**src/rtl/dpwm_pkg.sv**
```systemverilog
package dpwm_pkg;
  // Strobes from control to datapath
  typedef struct packed {
    logic run;    // modulator active
    logic load;   // start a new period: latch command, step accumulator
    logic clear;  // idle: zero counter, accumulator and compare
  } dpwm_ctrl_t;
endpackage

```
**src/rtl/dpwm_ctrl.sv**
```systemverilog
module dpwm_ctrl
  import dpwm_pkg::*;
(
  input  logic       clk,
  input  logic       rstN,
  input  logic       enable,
  input  logic       wrapNow,
  output dpwm_ctrl_t ctrl
);
  logic active;

  always_ff @(posedge clk or negedge rstN) begin
    if (!rstN)        active <= 1'b0;
    else if (!enable) active <= 1'b0;
    else              active <= 1'b1;
  end

  always_comb begin
    ctrl.run   = active;
    ctrl.clear = !enable;
    ctrl.load  = enable && (!active || wrapNow);
  end
endmodule

```
**src/rtl/dpwm_datapath.sv**
```systemverilog
module dpwm_datapath
  import dpwm_pkg::*;
#(
  parameter int CNT_W  = 6,
  parameter int FRAC_W = 2
) (
  input  logic                    clk,
  input  logic                    rstN,
  input  dpwm_ctrl_t              ctrl,
  input  logic [CNT_W+FRAC_W:0]   duty,
  output logic                    wrapNow,
  output logic                    pwmOut,
  output logic                    periodStrobe
);
  localparam int INT_W = CNT_W + 1;
  localparam int EFF_W = CNT_W + 2;
  localparam logic [CNT_W-1:0] CNT_MAX = '1;

  logic [CNT_W-1:0] cnt;
  logic [EFF_W-1:0] effCmp;
  logic [INT_W-1:0] intPart;
  logic             carry;

  assign intPart = duty[CNT_W+FRAC_W:FRAC_W];

  generate
    if (FRAC_W > 0) begin : g_dither
      logic [FRAC_W-1:0] acc;
      logic [FRAC_W:0]   sum;
      assign sum   = {1'b0, acc} + {1'b0, duty[FRAC_W-1:0]};
      assign carry = sum[FRAC_W];
      always_ff @(posedge clk or negedge rstN) begin
        if (!rstN)           acc <= '0;
        else if (ctrl.clear) acc <= '0;
        else if (ctrl.load)  acc <= sum[FRAC_W-1:0];
      end
    end else begin : g_plain
      assign carry = 1'b0;
    end
  endgenerate

  always_ff @(posedge clk or negedge rstN) begin
    if (!rstN) begin
      cnt    <= '0;
      effCmp <= '0;
    end else if (ctrl.clear) begin
      cnt    <= '0;
      effCmp <= '0;
    end else if (ctrl.load) begin
      cnt    <= '0;
      effCmp <= {1'b0, intPart} + EFF_W'(carry);
    end else if (ctrl.run) begin
      cnt    <= cnt + 1'b1;
    end
  end

  assign wrapNow      = (cnt == CNT_MAX);
  assign pwmOut       = ctrl.run && ({2'b00, cnt} < effCmp);
  assign periodStrobe = ctrl.run && (cnt == '0);
endmodule

```
**src/rtl/dithered_pwm.sv**
```systemverilog
module dithered_pwm
  import dpwm_pkg::*;
#(
  parameter int CNT_W  = 6,
  parameter int FRAC_W = 2
) (
  input  logic                  clk,
  input  logic                  rstN,
  input  logic                  enable,
  input  logic [CNT_W+FRAC_W:0] duty,
  output logic                  pwmOut,
  output logic                  periodStrobe
);
  dpwm_ctrl_t ctrl;
  logic       wrapNow;

  dpwm_ctrl u_ctrl (
    .clk     (clk),
    .rstN    (rstN),
    .enable  (enable),
    .wrapNow (wrapNow),
    .ctrl    (ctrl)
  );

  dpwm_datapath #(.CNT_W(CNT_W), .FRAC_W(FRAC_W)) u_dp (
    .clk          (clk),
    .rstN         (rstN),
    .ctrl         (ctrl),
    .duty         (duty),
    .wrapNow      (wrapNow),
    .pwmOut       (pwmOut),
    .periodStrobe (periodStrobe)
  );
endmodule

```
**config.mk**
```make
export PLATFORM = sky130hd
export DESIGN_NAME = dithered_pwm
export DESIGN_NICKNAME = d
export VERILOG_FILES = /design/src/rtl/dpwm_pkg.sv /design/src/rtl/dpwm_ctrl.sv /design/src/rtl/dpwm_datapath.sv /design/src/rtl/dithered_pwm.sv
export SDC_FILE = /design/constraint.sdc
export NUM_CORES = 1
export LEC_CHECK = 0
export ABC_CLOCK_PERIOD_IN_PS = 2200
export BUFFER_PORTS_ARGS = -buffer_cell sky130_fd_sc_hd__buf_2
export CORE_AREA = 2 2 51 53
export CTS_CLUSTER_DIAMETER = 50
export DETAILED_ROUTE_END_ITERATION = 10
export DIE_AREA = 0 0 53 55
export GPL_TIMING_DRIVEN = 0
export PLACE_DENSITY = 0.64
export SETUP_SLACK_MARGIN = 0.1
export SYNTH_ARGS = -nofsm -noshare
export SYNTH_HDL_FRONTEND = slang
export SYNTH_SLANG_ARGS = --single-unit
```
**constraint.sdc**
```tcl
create_clock -name clk -period 2.2 [get_ports clk]
set_input_delay 0.11 -clock clk [delete_from_list [all_inputs] [get_ports clk]]
set_output_delay 0.11 -clock clk [all_outputs]
set_load 0.01 [all_outputs]
```
[Word-level counts from Yosys, hierarchy flattened]
Cells that the tools add are included.
Cells by class
  add/subtract/negate cells: 3
  order comparisons: 1
  equal/unequal tests: 3
  multiplexer cells: 8
  reductions and logical operators: 6
Operator list (count)
  $mux 6: 3
  $mux 8: 2
  $add 7x1->8: 1
  $lt 6x8->1: 1
  $add 6x1->6 const B: 1
  $eq 6x6->1 const B: 1
  $logic_not 6->1: 1
  $mux 2: 2
  $add 2x2->3: 1
  $logic_and 1x1->1: 3
  $ne 3x1->1 const B: 1
  $ne 2x1->1 const B: 1
  $logic_not 1->1: 1
  $logic_or 1x1->1: 1
  $mux 1: 1
Storage, ports and cells
  register bits: 17
  bits of input ports: 12
  output and inout bits: 2

[Depth between registers and ports, before layout]
Gate-level depths: netlist of run 1.
  word-level depth: 5
  depth in mapped cells: 9
  mapped depth without buffers: 9

[Hierarchy]
A second synthesis of run 1 with hierarchy kept.
Second synthesis, totals
  cell total of the unflattened synthesis: 111
  area total of the unflattened synthesis: 1067.3 sq um
Modules (own cells, without submodules)
  dpwm_datapath: instances 1, cells an instance 106, area an instance 1018.5 sq um, seq. area each 400.4 sq um
  dpwm_ctrl: instances 1, cells an instance 5, area an instance 48.8 sq um, seq. area each 25.0 sq um

[Worst setup path after synthesis of run 1]
No wires, ideal clock.
  path kind: register -> register
  start point: register u_dp.g_dither.acc[0]
  end point: register u_dp.effCmp[4]
  setup time: 0.077 ns
  arrival time: 1.621 ns
  data required time: 2.123 ns
  path slack: 0.501 ns
  cell stages (with the launch flop): 10
  path buffers: 0
  clock period less this slack: 1.699 ns
  path through: dfrtp_1 > ha_1 > inv_1 > fa_1 > inv_1 > ha_1 > ha_1 > nand3_1 > xor2_1 > a21oi_1
Between the ends
  word-level cells in the longest chain between the ends: 4
Ends and longest elaborated chain
  start: declaration: line dpwm_datapath.sv:28  | logic [FRAC_W-1:0] acc;
  start signal: assignment: line dpwm_datapath.sv:35  | else if (ctrl.load) acc <= sum[FRAC_W-1:0];
  $add 2x2->3: line dpwm_datapath.sv:30  | assign sum = {1'b0, acc} + {1'b0, duty[FRAC_W-1:0]};
  $add 7x1->8: line dpwm_datapath.sv:51  | effCmp <= {1'b0, intPart} + EFF_W'(carry);
  $mux 8: line dpwm_datapath.sv:49  | end else if (ctrl.load) begin
  $mux 8: line dpwm_datapath.sv:46  | end else if (ctrl.clear) begin
  end signal: assignment: line dpwm_datapath.sv:51
  end: declaration: line dpwm_datapath.sv:20  | logic [EFF_W-1:0] effCmp;
Every way passes these cells. The select of a mux whose other input is x is not followed.
A chain may end at the register's enable or synchronous reset.

[Worst setup path in the final report of run 1]
  start point: register u_dp.cnt[3]
  end point: output pwmOut
Between the ends
  word-level cells in the longest chain between the ends: 2
Ends and longest elaborated chain
  start: declaration: line dpwm_datapath.sv:19  | logic [CNT_W-1:0] cnt;
  start signal: assignment: line dpwm_datapath.sv:53  | cnt <= cnt + 1'b1;
  $lt 6x8->1: line dpwm_datapath.sv:58  | assign pwmOut = ctrl.run && ({2'b00, cnt} < effCmp);
  $logic_and 1x1->1: line dpwm_datapath.sv:58
  end: declaration: line dithered_pwm.sv:11  | output logic pwmOut,
Every way passes these cells.

==> impl_metrics.json, run 1 <==
{
  "p_int_uw": 439.1,
  "syn_area_per_cell_sq_um": 9.688,
  "antenna_found_initial": 0,
  "synth.ff_latch_count": 17,
  "grt_pass1_vias": 778,
  "synthCells": 105,
  "grt_setup_unrepaired": "false",
  "drt_pass1_iterations": 4,
  "maxSlewViolCount": 0,
  "pwr-share-seq": 0.562,
  "worst_clock_skew_ps": 4.155,
  "power.leakage_uw": 0.0005813,
  "swShare": 0.2680,
  "synth.distinct_cells": 26,
  "top_level_ports": 14,
  "nets": 147,
  "synth_edf_count": 0,
  "grt_pass1_wl_mm": 3.374,
  "via_per_inst": 5.039,
  "ys_seq_area_frac": 0.4182,
  "p_switching_uw": 160.7,
  "p_clk_frac": 0.279,
  "crit_chain": "ha_1, o211ai_1, a21oi_1, nor4_1, o41a_1, buf_2",
  "hold_slack_ps": 19.47,
  "fin_crit_sh": 0.8867,
  "nFillCells": 255,
  "overflow": 0,
  "synthTopCellsByArea": "dfrtp_1, ha_1, nand3_1",
  "dieArea_sq_um": 2915,
  "drt_iter0_drc": 3,
  "clock_sinks": 17,
  "synth_most_common_cell": "dfrtp_1",
  "worstSetupEndpointType": "primary output",
  "tightest_slew_ps": 384.2,
  "hold_violations": 0,
  "cts_tree": "done",
  "cts_buffers": 3,
  "cts_buffer_depth": 2,
  "hold_path.class": "input port to flop",
  "finalSetupViolCount": 0,
  "worst_ep_required_time_ps": 2090,
  "dominantRegCellSynth": "dfrtp_1",
  "status": "completed",
  "area_growth_pct": 13.65,
  "synth.top_cell.area_share": 0.4182,
  "async_reset_ff_frac": 1.000,
  "numPortBuffers": 13,
  "cts_root_buf": "clkbuf_4",
  "dp_hpwl_mm": 1.432,
  "syn-cell-area_sq_um": 1017,
  "antennaDiodeCount": 0,
  "crit_path_start_kind": "flop",
  "die-width_um": 53,
  "cts_setup_buffers": 0,
  "place.gp.congestion": 0.7396,
  "coreArea_sq_um": 2365,
  "ys_warn_count": 0,
  "row_count": 18,
  "drive_above_1_share": 0.1626,
  "vias": 771,
  "worstSkewPairLatency_ps": 290,
  "maxSlewHeadroom": 0.7439,
  "criticalPathCategory": "flop to primary output",
  "post-route-min-period_ps": 1951,
  "synthTopCellsByCount": "dfrtp_1, nand3_1, inv_1",
  "drtAntennaViolNets": 0,
  "peakVddDrop_uv": 315.7,
  "cap_violations": 0,
  "slowest_stage": "dfrtp_1",
  "routedWlPerCell_um": 12.27,
  "power.density_nw_per_um2": 518.9,
  "routed_wl_mm": 1.878,
  "clkSlewWorstSetupHoldPaths_ps": 100,
  "crit_path_max_incr_delay_ps": 460,
  "drcViolationCount": 0,
  "dieHeight_um": 55,
  "fmax_ghz": 0.5126,
  "tns_ps": 0,
  "start_util": 0.4302,
  "syn_nets": 128,
  "grt_max_degree": 18,
  "total_power_uw": 599.9,
  "combPwrFrac": 0.159,
  "yosys.area.top_type": "dfrtp_1",
  "grt.total_usage": 0.1622,
  "cp.arrival_ps": 1840,
  "cts-htree-levels": 1,
  "path_max_fanout": 5
}
## path summary, 6_finish.rpt
check | cells past startpoint | end | slack (ps) | startpoint
max | 6 | pwmOut | 250 | u_dp.cnt[3]
min | 1 | u_ctrl.active | 20 | enable
max reg2reg | 9 | u_dp.effCmp[4] | 360 | u_dp.g_dither.acc[0]
min reg2reg | 1 | u_dp.cnt[0] | 520 | u_dp.cnt[0]
max in group asynchronous | 2 | u_dp.effCmp[7] | 1670 | rstN
min in group asynchronous | 2 | u_dp.cnt[3] | 260 | rstN
## logic make-up after synthesis
family,count (synthesis),synth area share
compound gates,16,0.1119
xor+xnor,9,0.07750
fa+ha+maj,11,0.1427
buf+inv,13,0.05658
flops,17,0.4182
simple gates,39,0.1931
## final cells by class
cell class | instances | area [sq um] | area share
clock buffer | 4 | 26.28 | 0.02273
inverter | 11 | 41.29 | 0.03571
tap | 30 | 37.54 | 0.03247
multi-input combinational | 75 | 534.3 | 0.4621
sequential | 17 | 425.4 | 0.3680
timing repair buffer | 14 | 75.07 | 0.06493
buffer | 2 | 16.27 | 0.01407
## sequential cells by signal (all words and copies together), names as in the netlist
register	cells
u_dp.effCmp	8
u_dp.g_dither.acc	2
u_dp.cnt	6
u_ctrl.active	1
## layout by cell type, fill, tap and decap left out, drive strengths merged, types with 2 or more instances in the layout
| cell type | Yosys | routed |
|---|---|---|
| clkbuf | 0 | 4 |
| inv | 11 | 11 |
| nand2 | 9 | 9 |
| ha | 10 | 10 |
| and3 | 3 | 3 |
| o21ai | 5 | 5 |
| xor2 | 8 | 8 |
| buf | 2 | 15 |
| o21a | 2 | 2 |
| a21oi | 5 | 5 |
| nand3 | 15 | 15 |
| nor2 | 7 | 7 |
| dfrtp | 17 | 17 |
## what timing repair did
action / CTS / global route
hold endpoints to repair: 17 / 0
endpoints found under the setup margin: 0 / 0
gates resized for setup: 0 / 0
hold buffers: 1 / 0
## worst max-delay path, delay by kind of cell, from the launching register on
| family | cells | cell delay, ps |
|---|---|---|
| AND/OR/NAND/NOR | 1 | 80 |
| AO/OA/AOI/OAI | 3 | 540 |
| adder cells (fa/ha/maj) | 1 | 330 |
| buffers and inverters | 1 | 140 |
| flip-flops | 1 | 460 |
## stage by stage
stage	utilization	setup slack [ps]	area, sq um	cells
floorplan	-	501.5	1017	105
global placement	0.4735	387.9	1120	148
detailed placement	0.4735	344.7	1120	148
CTS	0.4889	236.9	1156	153
global route	0.4889	120.8	1156	153
finish	0.4889	249.2	1156	153
## power groups by stage
stage | clock network [uW] | logic [uW] | registers (uW)
2_1_floorplan | 0 | 59.2 | 341
3_3_place_gp | 0 | 94.7 | 343
3_5_place_dp | 0 | 95.6 | 344
4_1_cts | 177 | 97.8 | 338
5_1_grt | 186 | 115 | 340
6_report | 167 | 95.4 | 337
## layer usage
layer,track usage,routed length (um)
met5,0,0
met1,0.2044,919
met3,0.02419,54
met4,0.07692,11
met2,0.2750,893
No activity file was read; power rests on OpenSTA's default activity.
==> run 2, diff against run 1 <==
- ABC_AREA: default -> 1
- CORE_AREA: 2 2 51 53 -> 2 2 52 54
- CTS_CLUSTER_DIAMETER: 50 -> default
- CTS_CLUSTER_SIZE: default -> 12
- DIE_AREA: 0 0 53 55 -> 0 0 54 56
- PLACE_DENSITY: 0.64 -> 0.63
==> run 2 against run 1 <==
Sequential share of layout area down 1.5 points. Register-to-register slack lost 80 ps. Area after synthesis is 3.7% higher. Critical path depth increased by 6. Count of clock-buffer cells in the layout unchanged. Critical path type is now flop to flop. Largest cell class unchanged.
==> impl_metrics.json, run 2 <==
{
  "status": "completed",
  "hold_violations": 0,
  "combPwrFrac": 0.171,
  "layout_common_cells": "nand2_1, inv_1, dfrtp_1",
  "grt_pass1_vias": 770,
  "ys_warn_count": 0,
  "syn-cell-area_sq_um": 1055,
  "tightest_slew_ps": 398.7,
  "synthTopCellsByCount": "nand2_1, inv_1, dfrtp_1",
  "maxSlewViolCount": 0,
  "synth.ff_latch_count": 17,
  "start_util": 0.4336,
  "fin_crit_sh": 0.8735,
  "top_level_ports": 14,
  "antenna_found_initial": 0,
  "cts_buffer_depth": 2,
  "finalSetupViolCount": 0,
  "slowest_stage": "dfrtp_1",
  "cp.arrival_ps": 2110,
  "crit_top_cell": "nand2_1",
  "criticalPathCategory": "flop to flop",
  "routedWlPerCell_um": 10.72,
  "row_count": 18,
  "p_switching_uw": 167.9,
  "power.density_nw_per_um2": 506.4,
  "post-route-min-period_ps": 1922,
  "top_regs": "u_dp.effCmp: 8 flops, u_dp.cnt: 6 flops, u_dp.g_dither.acc: 2 flops",
  "path_max_fanout": 2,
  "synth_xor_area_frac": 0.04982,
  "critPathTopFamily": "adder cells",
  "met2_usage": 0.2369,
  "vias": 822,
  "setup_ws_ps": 278.4,
  "nFillCells": 250,
  "cts_hold_buf": 2,
  "top_usage_layer": "met2",
  "synth_compound_area_frac": 0.03440,
  "dominantRegCellSynth": "dfrtp_1",
  "fmax_ghz": 0.5204,
  "grt_max_degree": 18,
  "area_growth_pct": 14.12,
  "p_int_uw": 441.6,
  "yosys.area_share.adder": 0.1376,
  "drcViolationCount": 0,
  "synth_most_common_cell": "nand2_1",
  "worst_clock_skew_ps": 7.180,
  "yosys.area.top_type": "dfrtp_1",
  "peakVddDrop_uv": 333.9,
  "cts-htree-levels": 1,
  "crit_path_max_incr_delay_ps": 360,
  "via_per_inst": 4.541,
  "synth-simple-area-share": 0.2883,
  "routed_wl_mm": 1.940,
  "ys_seq_area_frac": 0.4033,
  "cts_tree": "done",
  "worst_ep_required_time_ps": 2390,
  "worstSkewPairLatency_ps": 290,
  "drt_pass1_iterations": 5,
  "coreArea_sq_um": 2432,
  "drt_iter0_drc": 13,
  "grt_pass1_wl_mm": 3.298,
  "layout_commonest_cell": "nand2_1",
  "stdcell_area_sq_um": 1204,
  "r2r_slack_ps": 280,
  "pre_cts_slack_ps": 278.7,
  "place_area_sq_um": 1157,
  "synth_mux_area_frac": 0,
  "rr_endpoint": "u_dp.effCmp[6]",
  "synthTopCellsByArea": "dfrtp_1, nand2_1, ha_1",
  "clock_sinks": 17,
  "crit_chain": "ha_1, inv_1, fa_1, inv_1, ha_1, ha_1, nand2_1, nor2_1, nand2_1, xor2_1, nand2_1, nand2_1",
  "synth.distinct_cells": 22,
  "syn_nets": 155,
  "synthCells": 132,
  "reg2regPathDepth": 12,
  "hold_end": "u_dp.effCmp[5]",
  "largest_reg_flops": 8,
  "async_reset_ff_frac": 1.000,
  "power.leakage_uw": 0.0006772,
  "critPathBufInv": 2,
  "synth_top_family_by_area": "simple AND/OR/NAND/NOR gates",
  "grt_util_met1": 0.1916,
  "dieHeight_um": 56,
  "drtAntennaViolNets": 0,
  "dp_cells": 175,
  "pwr-share-seq": 0.555,
  "swShare": 0.2755,
  "hold_path.class": "input port to flop",
  "fin_cells": 181,
  "total_power_uw": 609.6,
  "crit_path_start_kind": "flop",
  "grtUsageMet3": 0.04839,
  "synth.top_cell.area_share": 0.4033,
  "cts_buffers": 3,
  "cap_violations": 0,
  "cts_setup_buffers": 0,
  "grt.total_usage": 0.1530,
  "dieArea_sq_um": 3024,
  "grt_setup_unrepaired": "false",
  "p_clk_frac": 0.275,
  "synth_edf_count": 0,
  "reg2reg_from": "u_dp.g_dither.acc[0]",
  "worstHoldPathCells": 4,
  "place.gp.congestion": 0.7279,
  "die-width_um": 54,
  "cts_resized": 0,
  "cts_root_buf": "clkbuf_4",
  "hp-start": "duty[7]",
  "top_register": "u_dp.effCmp",
  "maxSlewHeadroom": 0.7342,
  "dp_hpwl_mm": 1.520,
  "syn_area_per_cell_sq_um": 7.991,
  "drive_above_1_share": 0.1523,
  "clkSlewWorstSetupHoldPaths_ps": 90,
  "worstSetupEndpointType": "flop",
  "overflow": 0,
  "tns_ps": 0,
  "numPortBuffers": 13,
  "antennaDiodeCount": 0,
  "nets": 175
}
==> run 2: cell types whose count changed in the layout (fill, tap and decap cells not counted), sizes merged, moves of 2 or more <==
| cell | before | now |
|---|---|---|
| xor2 | 8 | 5 |
| nand3 | 15 | 4 |
| nor2 | 7 | 16 |
| o21ai | 5 | 3 |
| a21oi | 5 | 2 |
| buf | 15 | 13 |
| inv | 11 | 23 |
| nand2 | 9 | 45 |
| and3 | 3 | 1 |
| o21a | 2 | 0 |
==> run 2: worst max-delay path by stage <==
stage	endpoint	depth (start not counted)	start
3_3_place_gp	u_dp.effCmp[4]	13	u_dp.g_dither.acc[0]
3_5_place_dp	u_dp.effCmp[6]	12	u_dp.g_dither.acc[0]
4_1_cts	u_dp.effCmp[6]	12	u_dp.g_dither.acc[0]
6_report	u_dp.effCmp[6]	12	u_dp.g_dither.acc[0]
5_1_grt	u_dp.effCmp[4]	13	u_dp.g_dither.acc[0]
2_1_floorplan	u_dp.effCmp[6]	12	u_dp.g_dither.acc[0]
==> run 2: layout make-up <==
type | count | area (sq um) | share of cell area
inverters | 24 | 91.34 | 0.07588
repair buffers | 15 | 85.08 | 0.07069
flip-flops and latches | 17 | 425.4 | 0.3534
multi-input cells | 91 | 538.0 | 0.4470
well taps | 30 | 37.54 | 0.03119
clock buffers | 4 | 26.28 | 0.02183
==> run 2: cells by family (layout without fill, tap and decap cells) <==
| kind of cell | Yosys count | in the layout |
|---|---|---|
| AOI/OAI and AO/OA | 5 | 5 |
| adders and majority gates | 11 | 11 |
| DFF | 17 | 17 |
| xor gates and xnor gates | 6 | 6 |
| and+or+nand+nor | 69 | 69 |
| buffers and inverters | 24 | 43 |
==> run 2: per-stage QoR <==
stage / util / hold slack (ps)
2_1_floorplan: - / -185.6
3_3_place_gp: 0.4758 / 54.38
3_5_place_dp: 0.4758 / 55.31
4_1_cts: 0.4949 / 118.4
5_1_grt: 0.4949 / 116.0
6_report: 0.4949 / 127.6
==> run 2: layer usage <==
layer	share of wire	vias to the layer above	wire, um
met3	0.037	2	71
met1	0.48	367	932
met5	0	-	0
li1	-	439	-
met2	0.48	14	925
met4	0.0052	0	10
==> run 2: power groups by stage <==
stage / Clock, uW / Combinational (uW) / Sequential (uW)
3_5_place_dp: 0 / 103 / 344
3_3_place_gp: 0 / 99.3 / 344
6_report: 167 / 104 / 338
5_1_grt: 195 / 123 / 340
2_1_floorplan: 0 / 65.4 / 342
4_1_cts: 177 / 106 / 338
==> run 2: worst min-delay path: cells and delay by family <==
kind	cells	cell delay, ps
xor gates and xnor gates	1	70
buffers and inverters	1	110
and+or+nand+nor	2	100
==> run 3, diff against run 2 <==
- BUFFER_PORTS_ARGS: -buffer_cell sky130_fd_sc_hd__buf_2 -> default
- DONT_BUFFER_PORTS: default -> 1
- PLACE_DENSITY: 0.63 -> 0.59
==> run 3 against run 2 <==
Sequential share of layout area rose by 1.8 points. Die area did not move. Critical path depth rose by 1. Design area fell by 4.8%.
==> impl_metrics.json, run 3 (same netlist as run 2, synthesis figures left out) <==
{
  "fin_crit_sh": 0.8742,
  "maxSlewViolCount": 0,
  "top_level_ports": 14,
  "largest_reg_flops": 8,
  "cts_setup_buffers": 0,
  "row_count": 18,
  "p_clk_frac": 0.276,
  "drt_pass1_iterations": 5,
  "status": "completed",
  "routedWlPerCell_um": 10.76,
  "dp_cells": 162,
  "crit_path_start_kind": "flop",
  "overflow": 0,
  "via_per_inst": 4.649,
  "grt_setup_unrepaired": "false",
  "fin_cells": 168,
  "p_switching_uw": 156.3,
  "tightest_slew_ps": 792.0,
  "utilization": 0.4712,
  "critPathBufInv": 4,
  "p_int_uw": 432.8,
  "post-route-min-period_ps": 1923,
  "die-width_um": 54,
  "grt_pass1_vias": 772,
  "layout_common_cells": "nand2_1, inv_1, dfrtp_1",
  "worst_ep_required_time_ps": 2380,
  "place_area_sq_um": 1092,
  "crit_path_max_incr_delay_ps": 360,
  "vias": 781,
  "top_register": "u_dp.effCmp",
  "cts_buffers": 3,
  "power.density_nw_per_um2": 514.0,
  "grt.total_usage": 0.1433,
  "stdcell_area_sq_um": 1146,
  "criticalPathCategory": "flop to flop",
  "layout_commonest_cell": "nand2_1",
  "hp-start": "duty[7]",
  "reg2reg_from": "u_dp.g_dither.acc[0]",
  "cts_buffer_depth": 2,
  "swShare": 0.2653,
  "total_power_uw": 589.1,
  "crit_chain": "ha_1, inv_1, fa_1, inv_1, ha_2, ha_2, nand2_2, inv_2, nand2_1, xor2_1, inv_1, nand2_1, nand2_1",
  "path_max_fanout": 2,
  "grt_pass1_wl_mm": 3.180,
  "cts-htree-levels": 1,
  "combPwrFrac": 0.150,
  "start_util": 0.4336,
  "top_regs": "u_dp.effCmp: 8 flops, u_dp.cnt: 6 flops, u_dp.g_dither.acc: 2 flops",
  "hold_violations": 0,
  "maxSlewHeadroom": 0.4702,
  "peakVddDrop_uv": 370.4,
  "dieHeight_um": 56,
  "dp_hpwl_mm": 1.375,
  "routed_wl_mm": 1.808,
  "grt_max_degree": 18,
  "drcViolationCount": 0,
  "antenna_found_initial": 0,
  "cts_tree": "done",
  "worstSetupEndpointType": "flop",
  "tns_ps": 0,
  "cts_root_buf": "clkbuf_4",
  "worst_clock_skew_ps": 5.187,
  "worstSkewPairLatency_ps": 280,
  "antennaDiodeCount": 0,
  "drtAntennaViolNets": 0,
  "cp.arrival_ps": 2100,
  "finalSetupViolCount": 0,
  "dieArea_sq_um": 3024,
  "fmax_ghz": 0.5199,
  "coreArea_sq_um": 2432,
  "startpoint": "u_dp.g_dither.acc[0]",
  "pwr-share-seq": 0.574,
  "power.leakage_uw": 0.0006185,
  "critPathTopFamily": "adder cells",
  "clock_sinks": 17,
  "drt_iter0_drc": 9,
  "area_growth_pct": 8.660,
  "cap_violations": 0,
  "slowest_stage": "dfrtp_1",
  "nets": 162,
  "clkSlewWorstSetupHoldPaths_ps": 100,
  "numPortBuffers": 0,
  "drive_above_1_share": 0.1014,
  "place.gp.congestion": 0.7235,
  "hold_path.class": "input port to flop"
}
## run 3: cell types whose count changed in the layout (fill, tap and decap cells not counted), sizes merged
cell	change
buf	-13
## run 3: path summary, 6_finish.rpt
path | to | slack [ps] | depth (start not counted)
max | u_dp.effCmp[4] | 280 | 13
min | u_dp.effCmp[5] | 10 | 3
max reg2reg | u_dp.effCmp[4] | 280 | 13
min reg2reg | u_dp.effCmp[7] | 490 | 2
max in group asynchronous | u_ctrl.active | 1360 | 1
min in group asynchronous | u_dp.effCmp[3] | 350 | 1
## run 3: repair_timing
item,in CTS,in global routing
setup endpoints to repair,0,1
gates resized for setup,0,4
endpoints found under the hold margin,18,0
hold buffers,2,0
## run 3: worst reg2reg max path, delay by kind of cell, from the launching register on
| family | cells | cell delay [ps] |
|---|---|---|
| DFF | 1 | 360 |
| and+or+nand+nor | 4 | 240 |
| adders and majority gates | 4 | 860 |
| xor gates and xnor gates | 1 | 150 |
| buffers and inverters | 4 | 210 |
## run 3: final cells by class
class / count / area [sq um]
clock buffer: 4 / 26.28
fill: 250 / 1286
inverter: 24 / 91.34
multi-input combinational: 91 / 545.5
sequential: 17 / 425.4
tap: 30 / 37.54
timing repair buffer: 2 / 20.02
## run 3: per-stage QoR
step	hold WS [ps]	setup WS (ps)
3_3_place_gp	-185.0	337.8
3_5_place_dp	-185.1	317.7
2_1_floorplan	-185.6	457.6
6_report	12.64	276.7
5_1_grt	20.71	94.65
4_1_cts	1.274	293.4
## run 3: power by group through the flow
stage | logic, uW | clock network [uW] | registers [uW]
global placement | 77.6 | 0 | 344
floorplan | 65.4 | 0 | 342
finish | 88.1 | 163 | 338
detailed placement | 79.5 | 0 | 345
global route | 106 | 185 | 341
CTS | 90.0 | 172 | 338
## run 3: per-layer routing
metal  wire, um  global-route usage  vias up
li1           -                   -      412
met1        867              0.2030      353
met2        854              0.2038       14
met3         55             0.02419        2
met4         29             0.07500        0
met5          0                   0        -
